`src/rtl/mot_pkg.sv`:
```
package mot_pkg;
   localparam int MSK_W      = 5;
   localparam int MSK_ARB    = 0;
   localparam int MSK_CTL    = 1;
   localparam int MSK_CLRINT = 2;
   localparam int MSK_TXND   = 3;
   localparam int MSK_DAT    = 4;

   typedef enum logic [1:0] {
      ST_IDLE  = 2'd0,
      ST_READ  = 2'd1,
      ST_WBACK = 2'd2
   } xfer_state_e;
endpackage

```
`src/rtl/mot_obj_decode.sv`:
```
module mot_obj_decode #(
   parameter int NUM_OBJ = 8,
   parameter int IDX_W   = 4,
   parameter int AW      = 3
) (
   input  logic [IDX_W-1:0] obj,
   output logic             ok,
   output logic [AW-1:0]    addr
);
   always_comb begin
      ok   = (obj != '0) && (obj <= IDX_W'(NUM_OBJ));
      addr = obj[AW-1:0] - AW'(1);
   end
endmodule

```
`src/rtl/mot_obj_store.sv`:
```
module mot_obj_store #(
   parameter int DEPTH     = 8,
   parameter int WIDTH     = 16,
   parameter int AW        = 3,
   parameter bit RESET_RAM = 1'b1
) (
   input  logic             clk,
   input  logic             rst_n,
   input  logic             re,
   input  logic [AW-1:0]    raddr,
   output logic [WIDTH-1:0] rdata,
   input  logic             we,
   input  logic [AW-1:0]    waddr,
   input  logic [WIDTH-1:0] wdata
);
   logic [WIDTH-1:0] mem [DEPTH];

   generate
      if (RESET_RAM) begin : g_rst
         always_ff @(posedge clk or negedge rst_n) begin
            if (!rst_n) begin
               for (int i = 0; i < DEPTH; i++) mem[i] <= '0;
            end else if (we) begin
               mem[waddr] <= wdata;
            end
         end
      end else begin : g_norst
         always_ff @(posedge clk) begin
            if (we) mem[waddr] <= wdata;
         end
      end
   endgenerate

   always_ff @(posedge clk or negedge rst_n) begin
      if (!rst_n)  rdata <= '0;
      else if (re) rdata <= mem[raddr];
   end
endmodule

```
`src/rtl/mot_field_merge.sv`:
```
module mot_field_merge
   import mot_pkg::*;
#(
   parameter int ID_W   = 29,
   parameter int CTL_W  = 4,
   parameter int DATA_W = 64
) (
   input  logic              wr,
   input  logic [MSK_W-1:0]  mask,
   input  logic [ID_W+2:0]   obj_arb,
   input  logic [CTL_W+2:0]  obj_ctl,
   input  logic [DATA_W-1:0] obj_dat,
   input  logic [ID_W+2:0]   buf_arb,
   input  logic [CTL_W+2:0]  buf_ctl,
   input  logic [DATA_W-1:0] buf_dat,
   input  logic [ID_W+2:0]   prev_arb,
   input  logic [CTL_W+2:0]  prev_ctl,
   input  logic [DATA_W-1:0] prev_dat,
   output logic [ID_W+2:0]   new_arb,
   output logic [CTL_W+2:0]  new_ctl,
   output logic [DATA_W-1:0] new_dat,
   output logic [ID_W+2:0]   rb_arb,
   output logic [CTL_W+2:0]  rb_ctl,
   output logic [DATA_W-1:0] rb_dat
);
   localparam int B_NEWDAT = CTL_W;
   localparam int B_TXRQ   = CTL_W + 1;
   localparam int B_INTP   = CTL_W + 2;

   always_comb begin
      new_arb = obj_arb;
      new_ctl = obj_ctl;
      new_dat = obj_dat;
      rb_arb  = prev_arb;
      rb_ctl  = prev_ctl;
      rb_dat  = prev_dat;
      if (wr) begin
         if (mask[MSK_ARB]) new_arb = buf_arb;
         if (mask[MSK_CTL]) new_ctl = buf_ctl;
         if (mask[MSK_DAT]) new_dat = buf_dat;
         if (mask[MSK_TXND]) new_ctl[B_TXRQ] = 1'b1;
      end else begin
         // read-back receives the object's pre-clear flags
         if (mask[MSK_ARB]) rb_arb = obj_arb;
         if (mask[MSK_CTL]) rb_ctl = obj_ctl;
         if (mask[MSK_DAT]) rb_dat = obj_dat;
         if (mask[MSK_TXND]) new_ctl[B_NEWDAT] = 1'b0;
      end
      if (mask[MSK_CLRINT]) new_ctl[B_INTP] = 1'b0;
   end
endmodule

```
`src/rtl/msg_obj_xfer.sv`:
```
module msg_obj_xfer
   import mot_pkg::*;
#(
   parameter int NUM_OBJ   = 8,
   parameter int IDX_W     = 4,
   parameter int ID_W      = 29,
   parameter int CTL_W     = 4,
   parameter int DATA_W    = 64,
   parameter bit RESET_RAM = 1'b1
) (
   input  logic              clk,
   input  logic              rst_n,
   input  logic              cmd_valid,
   input  logic              cmd_write,
   input  logic [IDX_W-1:0]  cmd_obj,
   input  logic [4:0]        cmd_mask,
   input  logic [ID_W+2:0]   wbuf_arb,
   input  logic [CTL_W+2:0]  wbuf_ctl,
   input  logic [DATA_W-1:0] wbuf_dat,
   output logic              busy,
   output logic              done,
   output logic              err,
   output logic [ID_W+2:0]   rbuf_arb,
   output logic [CTL_W+2:0]  rbuf_ctl,
   output logic [DATA_W-1:0] rbuf_dat
);
   localparam int ARB_W = ID_W + 3;
   localparam int CV_W  = CTL_W + 3;
   localparam int OBJ_W = DATA_W + CV_W + ARB_W;
   localparam int AW    = (NUM_OBJ > 1) ? $clog2(NUM_OBJ) : 1;

   generate
      if (NUM_OBJ < 1) begin : g_bad_num
         $error("NUM_OBJ must be at least 1");
      end
      if (IDX_W < $clog2(NUM_OBJ + 1) || IDX_W < AW) begin : g_bad_idx
         $error("IDX_W too narrow for NUM_OBJ");
      end
      if (ID_W < 1 || CTL_W < 1 || DATA_W < 1) begin : g_bad_w
         $error("field widths must be positive");
      end
   endgenerate

   xfer_state_e       state;
   logic              wr_q;
   logic [MSK_W-1:0]  mask_q;
   logic [IDX_W-1:0]  obj_q;
   logic [ID_W+2:0]   wa_q;
   logic [CTL_W+2:0]  wc_q;
   logic [DATA_W-1:0] wd_q;
   logic              idx_ok;
   logic [AW-1:0]     addr;
   logic [OBJ_W-1:0]  rd_word;
   logic [ID_W+2:0]   new_arb, rb_arb;
   logic [CTL_W+2:0]  new_ctl, rb_ctl;
   logic [DATA_W-1:0] new_dat, rb_dat;
   logic              ram_re, ram_we;

   mot_obj_decode #(.NUM_OBJ(NUM_OBJ), .IDX_W(IDX_W), .AW(AW)) u_dec (
      .obj(obj_q), .ok(idx_ok), .addr(addr)
   );

   assign ram_re = (state == ST_READ) && idx_ok;
   assign ram_we = (state == ST_WBACK) && idx_ok && wr_q;

   mot_obj_store #(.DEPTH(NUM_OBJ), .WIDTH(OBJ_W), .AW(AW), .RESET_RAM(RESET_RAM)) u_store (
      .clk(clk), .rst_n(rst_n), .re(ram_re), .raddr(addr), .rdata(rd_word),
      .we(ram_we || ((state == ST_WBACK) && idx_ok && !wr_q)),
      .waddr(addr), .wdata({new_dat, new_ctl, new_arb})
   );

   mot_field_merge #(.ID_W(ID_W), .CTL_W(CTL_W), .DATA_W(DATA_W)) u_merge (
      .wr(wr_q), .mask(mask_q),
      .obj_arb(rd_word[ARB_W-1:0]),
      .obj_ctl(rd_word[ARB_W +: CV_W]),
      .obj_dat(rd_word[ARB_W+CV_W +: DATA_W]),
      .buf_arb(wa_q), .buf_ctl(wc_q), .buf_dat(wd_q),
      .prev_arb(rbuf_arb), .prev_ctl(rbuf_ctl), .prev_dat(rbuf_dat),
      .new_arb(new_arb), .new_ctl(new_ctl), .new_dat(new_dat),
      .rb_arb(rb_arb), .rb_ctl(rb_ctl), .rb_dat(rb_dat)
   );

   assign busy = (state != ST_IDLE);

   always_ff @(posedge clk or negedge rst_n) begin
      if (!rst_n) begin
         state    <= ST_IDLE;
         wr_q     <= 1'b0;
         mask_q   <= '0;
         obj_q    <= '0;
         wa_q     <= '0;
         wc_q     <= '0;
         wd_q     <= '0;
         done     <= 1'b0;
         err      <= 1'b0;
         rbuf_arb <= '0;
         rbuf_ctl <= '0;
         rbuf_dat <= '0;
      end else begin
         done <= 1'b0;
         unique case (state)
            ST_IDLE: if (cmd_valid) begin
               wr_q   <= cmd_write;
               mask_q <= cmd_mask;
               obj_q  <= cmd_obj;
               wa_q   <= wbuf_arb;
               wc_q   <= wbuf_ctl;
               wd_q   <= wbuf_dat;
               err    <= 1'b0;
               state  <= ST_READ;
            end
            ST_READ: state <= ST_WBACK;
            ST_WBACK: begin
               state <= ST_IDLE;
               done  <= 1'b1;
               err   <= !idx_ok;
               if (idx_ok && !wr_q) begin
                  rbuf_arb <= rb_arb;
                  rbuf_ctl <= rb_ctl;
                  rbuf_dat <= rb_dat;
               end
            end
            default: state <= ST_IDLE;
         endcase
      end
   end

   // two-cycle busy window, done right after it
   a_r1_busy_hold: assert property (@(posedge clk) disable iff (!rst_n)
      $rose(busy) |=> busy);
   a_r1_busy_end: assert property (@(posedge clk) disable iff (!rst_n)
      (busy && $past(busy)) |=> !busy);
   a_r1_done_pulse: assert property (@(posedge clk) disable iff (!rst_n)
      done |-> (!busy && $past(busy)));
   // captured command frozen while busy
   a_r2_cmd_frozen: assert property (@(posedge clk) disable iff (!rst_n)
      (busy && $past(busy)) |-> ($stable(obj_q) && $stable(mask_q) && $stable(wr_q)));
   // error flag tracks the object number; read-back untouched
   a_r11_err_match: assert property (@(posedge clk) disable iff (!rst_n)
      done |-> (err == !idx_ok));
   a_r11_rbuf_kept: assert property (@(posedge clk) disable iff (!rst_n)
      (done && err) |-> ($stable(rbuf_arb) && $stable(rbuf_ctl) && $stable(rbuf_dat)));
   // write side action forces transmit request into the stored word
   a_r8_txrq_set: assert property (@(posedge clk) disable iff (!rst_n)
      (ram_we && mask_q[MSK_TXND]) |-> new_ctl[CTL_W+1]);
   // read side action clears new-data in the stored word
   a_r9_newdat_clr: assert property (@(posedge clk) disable iff (!rst_n)
      ((state == ST_WBACK) && idx_ok && !wr_q && mask_q[MSK_TXND]) |-> !new_ctl[CTL_W]);
   // read-back control equals the word read before side actions
   a_r10_preclear: assert property (@(posedge clk) disable iff (!rst_n)
      (done && !err && !wr_q && mask_q[MSK_CTL]) |-> (rbuf_ctl == rd_word[ARB_W +: CV_W]));
endmodule

```
`config.mk`:
```
export PLATFORM = sky130hd
export DESIGN_NAME = msg_obj_xfer
export DESIGN_NICKNAME = d
export VERILOG_FILES = /design/src/rtl/mot_pkg.sv /design/src/rtl/mot_obj_decode.sv /design/src/rtl/mot_obj_store.sv /design/src/rtl/mot_field_merge.sv /design/src/rtl/msg_obj_xfer.sv
export SDC_FILE = /design/constraint.sdc
export NUM_CORES = 2
export LEC_CHECK = 0
export ABC_CLOCK_PERIOD_IN_PS = 2800
export BUFFER_PORTS_ARGS = -buffer_cell sky130_fd_sc_hd__buf_2
export CORE_MARGIN = 5
export CORE_UTILIZATION = 50
export DETAILED_ROUTE_END_ITERATION = 10
export GPL_TIMING_DRIVEN = 1
export PLACE_DENSITY = 0.67
export SYNTH_ARGS = -nofsm -noshare
export SYNTH_HDL_FRONTEND = slang
export SYNTH_SLANG_ARGS = --single-unit
```
`constraint.sdc`:
```
create_clock -name clk -period 2.8 [get_ports clk]
set_input_delay 0.42 -clock clk [delete_from_list [all_inputs] [get_ports clk]]
set_output_delay 0.42 -clock clk [all_outputs]
set_load 0.02 [all_outputs]
```
==> results.md <==
- Outcome: complete, no violations
- First-pass GRT wire length: 193800 um
- Maximum single-stage delay on the critical path: around 400 ps
- Leakage component of the power: 28.41 nW
- Dominant cell by count in the synthesized netlist: dfrtp_1
- Violation count after the first detailed-route iteration: approximately 1900
- Maximum root-to-sink buffer count: 3
- Finish-stage setup viols: 0
- Data required time at the worst endpoint: 3360 ps
- Main area contributors after synthesis: dfrtp_1, mux2_2, mux2_1, o22ai_1, o31ai_1
- Cell accounting for the most synthesized area: dfrtp_1
- Area of the mapped netlist: slightly above 50000 um^2
- Actual transition at the worst max-transition pin: 928.8 ps
- Post-synth top area share: 56.78%
- Largest voltage drop on the vdd net: between 800 and 900 uV
- Endpoint arrival time on the critical path: 3020 ps
- Overflow after GRT: 0
- Die height: 328.0 um
- Number of nets in the layout: around 3800
- Hold Vio Cnt, Final: 0
- Total of buffers placed on input and output ports: 221
- Clk slew on worst S/H paths: 60 ps
- Starting Density: 50.40%
- GR Util All Layers: 22.72%
- Mapped Cells: 3410
- Post-synthesis register bit count: 1147
- Number of buffers inserted during clock tree synthesis: 118
- Cell row count: 116
- Share of total power in combinational logic: 32.4%
- Final worst clock skew: 17.97 ps
- Antenna violation net count after detailed routing: 0
- Achievable frequency: 407.7 MHz
- Core area: 100300 um^2
- Final instance area: 58700 um^2
- Final period demand of the worst path: 2453 ps
- Fraction of the yosys area taken by sequential cells: between 50% and 60%
- Fraction of layout instances using a drive strength above 1: 42.11%
- Number of global-route vias before repair: 32180
- Top-level port count: roughly 220
- Number of max-capacitance violations reported: 0
- Post-CTS Repair Setup Buffers: 0
- Sum of negative setup slack: 0 ps
- Max FO, Critical Path: 24
- Later-pin clock latency in the skew report: 690 ps
- Worst slew margin relative to its limit: 37.42%
- Yosys synthesis warning count: 0
- Predominant post-synthesis flop cell: dfrtp_1
- Final slew viol count: 0
- Total net switching power: ~20 mW
- Worst setup EP type: flip-flop
- Startpoint Class: flip-flop
- H-tree Lvls: 3
- CTS sink count: 1147
- Overall via count from detail_route: 29920
- Initial antenna violation count: 5
- Routability cong.: between 0.7 and 0.8
- Portion of the clock cycle consumed by the worst path in the final layout: 87.60%
- Cell Pwr Density: 1048 nW/um^2
- Total Routed Length: 122500 um
- Number of DRC violations after detailed routing: 0
- Standard cell with the maximum stage delay on the critical path: dfrtp_1
- DR pass1 iterations: 5
- Worst min-delay path category: primary input to flip-flop
- Die Width: 328.0 um
- Int Power: 41.46 mW
- Root Buffer: clkbuf_16
- Routed via count divided by cell count: 5.772
- Mean instance size in the synthesized netlist: 14.82 um^2
- Routed length per placed instance: approximately 24 um
- Part of the total power dissipated in the clock network: 25.5%
- CTS tree: built
- Part of the power in registers: 42.1%
- Count of distinct cell types in the synthesized netlist: 31
- Net Count, Synth: between 3000 and 4000
- Most used cell, CP: buf_12
- Cell area after placement: 53700 um^2
- Detailed placement HPWL: 71680 um
- Setup repair after global routing missed its margin: no
- Cell chain of the critical path: inv_4 -> ha_4 -> nand2b_2 -> xnor2_4 -> nor4_4 -> buf_12 -> buf_12 -> mux2_2
- Die Area: 107600 um^2
- EDFF count, synth: 0
- Critical Setup Path Class: flip-flop to flip-flop
- Most frequent cells after synthesis: dfrtp_1, mux2_2, mux2_1
- Switching Fraction: around a third
- FFs w/ async S/R, synth: 100.0%
- Area added between synthesis and finish: 16.12%
- Largest net degree at the start of global routing: 110
## metrics by stage
stage	total power [mW]	util (%)	instances	hold slack, ps	worst slack (ps)
2_1_floorplan	39.12	-	3410	124.4	294.2
3_3_place_gp	45.40	53.55	4858	392.0	381.7
3_5_place_dp	45.92	53.55	4858	395.6	362.7
4_1_cts	61.97	58.53	5183	4.139	336.7
5_1_grt	64.87	58.53	5183	15.23	249.6
6_report	61.54	58.53	5184	60.07	347.2
## kinds of logic after synthesis
group	share of synthesized area [%]
buffers and inverters	2.812
DFF	56.78
xor gates and xnor gates	0.08417
and+or+nand+nor	0.5940
AOI/OAI and AO/OA	5.180
muxes	34.53
adders and majority gates	0.02475
## path summary, 6_finish.rpt
kind | start | endpoint | slack [ps] | cells after the start
worst max-delay path | obj_q[0] | u_store.mem[816] | 350 | 8
worst min-delay path | cmd_obj[2] | obj_q[2] | 60 | 2
worst max register to register | obj_q[0] | u_store.mem[816] | 350 | 8
worst min register to register | u_store.mem[396] | u_store.mem[396] | 480 | 1
max in group asynchronous | rst_n | u_store.mem[724] | 1480 | 4
min in group asynchronous | rst_n | wd_q[10] | 270 | 2
## power groups by stage
stage	combinational [mW]	sequential (mW)	clock [mW]
finish	20.0	25.9	15.7
global placement	19.5	25.9	0
detailed placement	19.8	26.1	0
global route	21.6	26.5	16.7
floorplan	13.6	25.5	0
CTS	20.1	25.8	16.1
## layer usage
metal  vias to the layer above  part of all wire [%]  track usage [%]
li1                      13270                     -                -
met1                     15870                    48            33.46
met2                       613                    46            35.49
met3                       168                   4.5            3.603
met4                         0                   2.3            5.992
met5                         -                     0                0
## state kept, by name, summed over array words and instances (netlist names), 2 cells and up
register,flops
wc_q,7
state,2
rbuf_dat,64
mask_q,5
u_store.mem,824
u_store.rdata,103
rbuf_ctl,7
wd_q,64
obj_q,4
wa_q,32
rbuf_arb,32
## cell type report
| type | instances | area (um^2) |
|---|---|---|
| Antenna cell | 1 | 2.502 |
| Timing Repair Buffer | 446 | 3844 |
| Sequential cell | 1147 | 28700 |
| Fill cell | 7816 | 41590 |
| Tap cell | 1357 | 1698 |
| Multi-Input combinational cell | 2012 | 20530 |
| Clock inverter | 32 | 361.6 |
| Inverter | 6 | 25.02 |
| Clock buffer | 183 | 3532 |
## what timing repair did
item | CTS | global route
endpoints found under the hold margin | 131 | 0
gates resized for setup | 0 | 0
hold buffers | 110 | 0
## layout by cell type, fill, tap and decap left out, types with 2 or more instances in the layout
cell / synthesis / layout
o21ai_0: 107 / 107
inv_6: 0 / 2
dlygate4sd3_1: 0 / 110
dfrtp_1: 1147 / 1147
nand2_1: 16 / 10
buf_12: 0 / 61
xor2_1: 2 / 2
nand2_4: 0 / 6
nor2_1: 3 / 3
mux2_1: 475 / 475
nand2b_1: 4 / 3
buf_4: 14 / 54
nor4_4: 6 / 8
inv_1: 5 / 5
clkinv_4: 0 / 2
o22ai_1: 207 / 207
buf_2: 45 / 220
o31ai_1: 103 / 103
clkbuf_16: 0 / 122
clkinv_2: 0 / 20
mux2_2: 1074 / 1074
clkbuf_1: 122 / 36
nand4_1: 2 / 2
bufinv_16: 0 / 7
clkbuf_8: 0 / 25
## critical path: cells and delay by family, from the launching register on
family | cells | cell delay [ps]
and+or+nand+nor | 2 | 490
xor gates and xnor gates | 1 | 280
DFF | 1 | 410
muxes | 1 | 360
buffers and inverters | 3 | 620
adders and majority gates | 1 | 150
No activity file was read; power rests on OpenSTA's default activity.
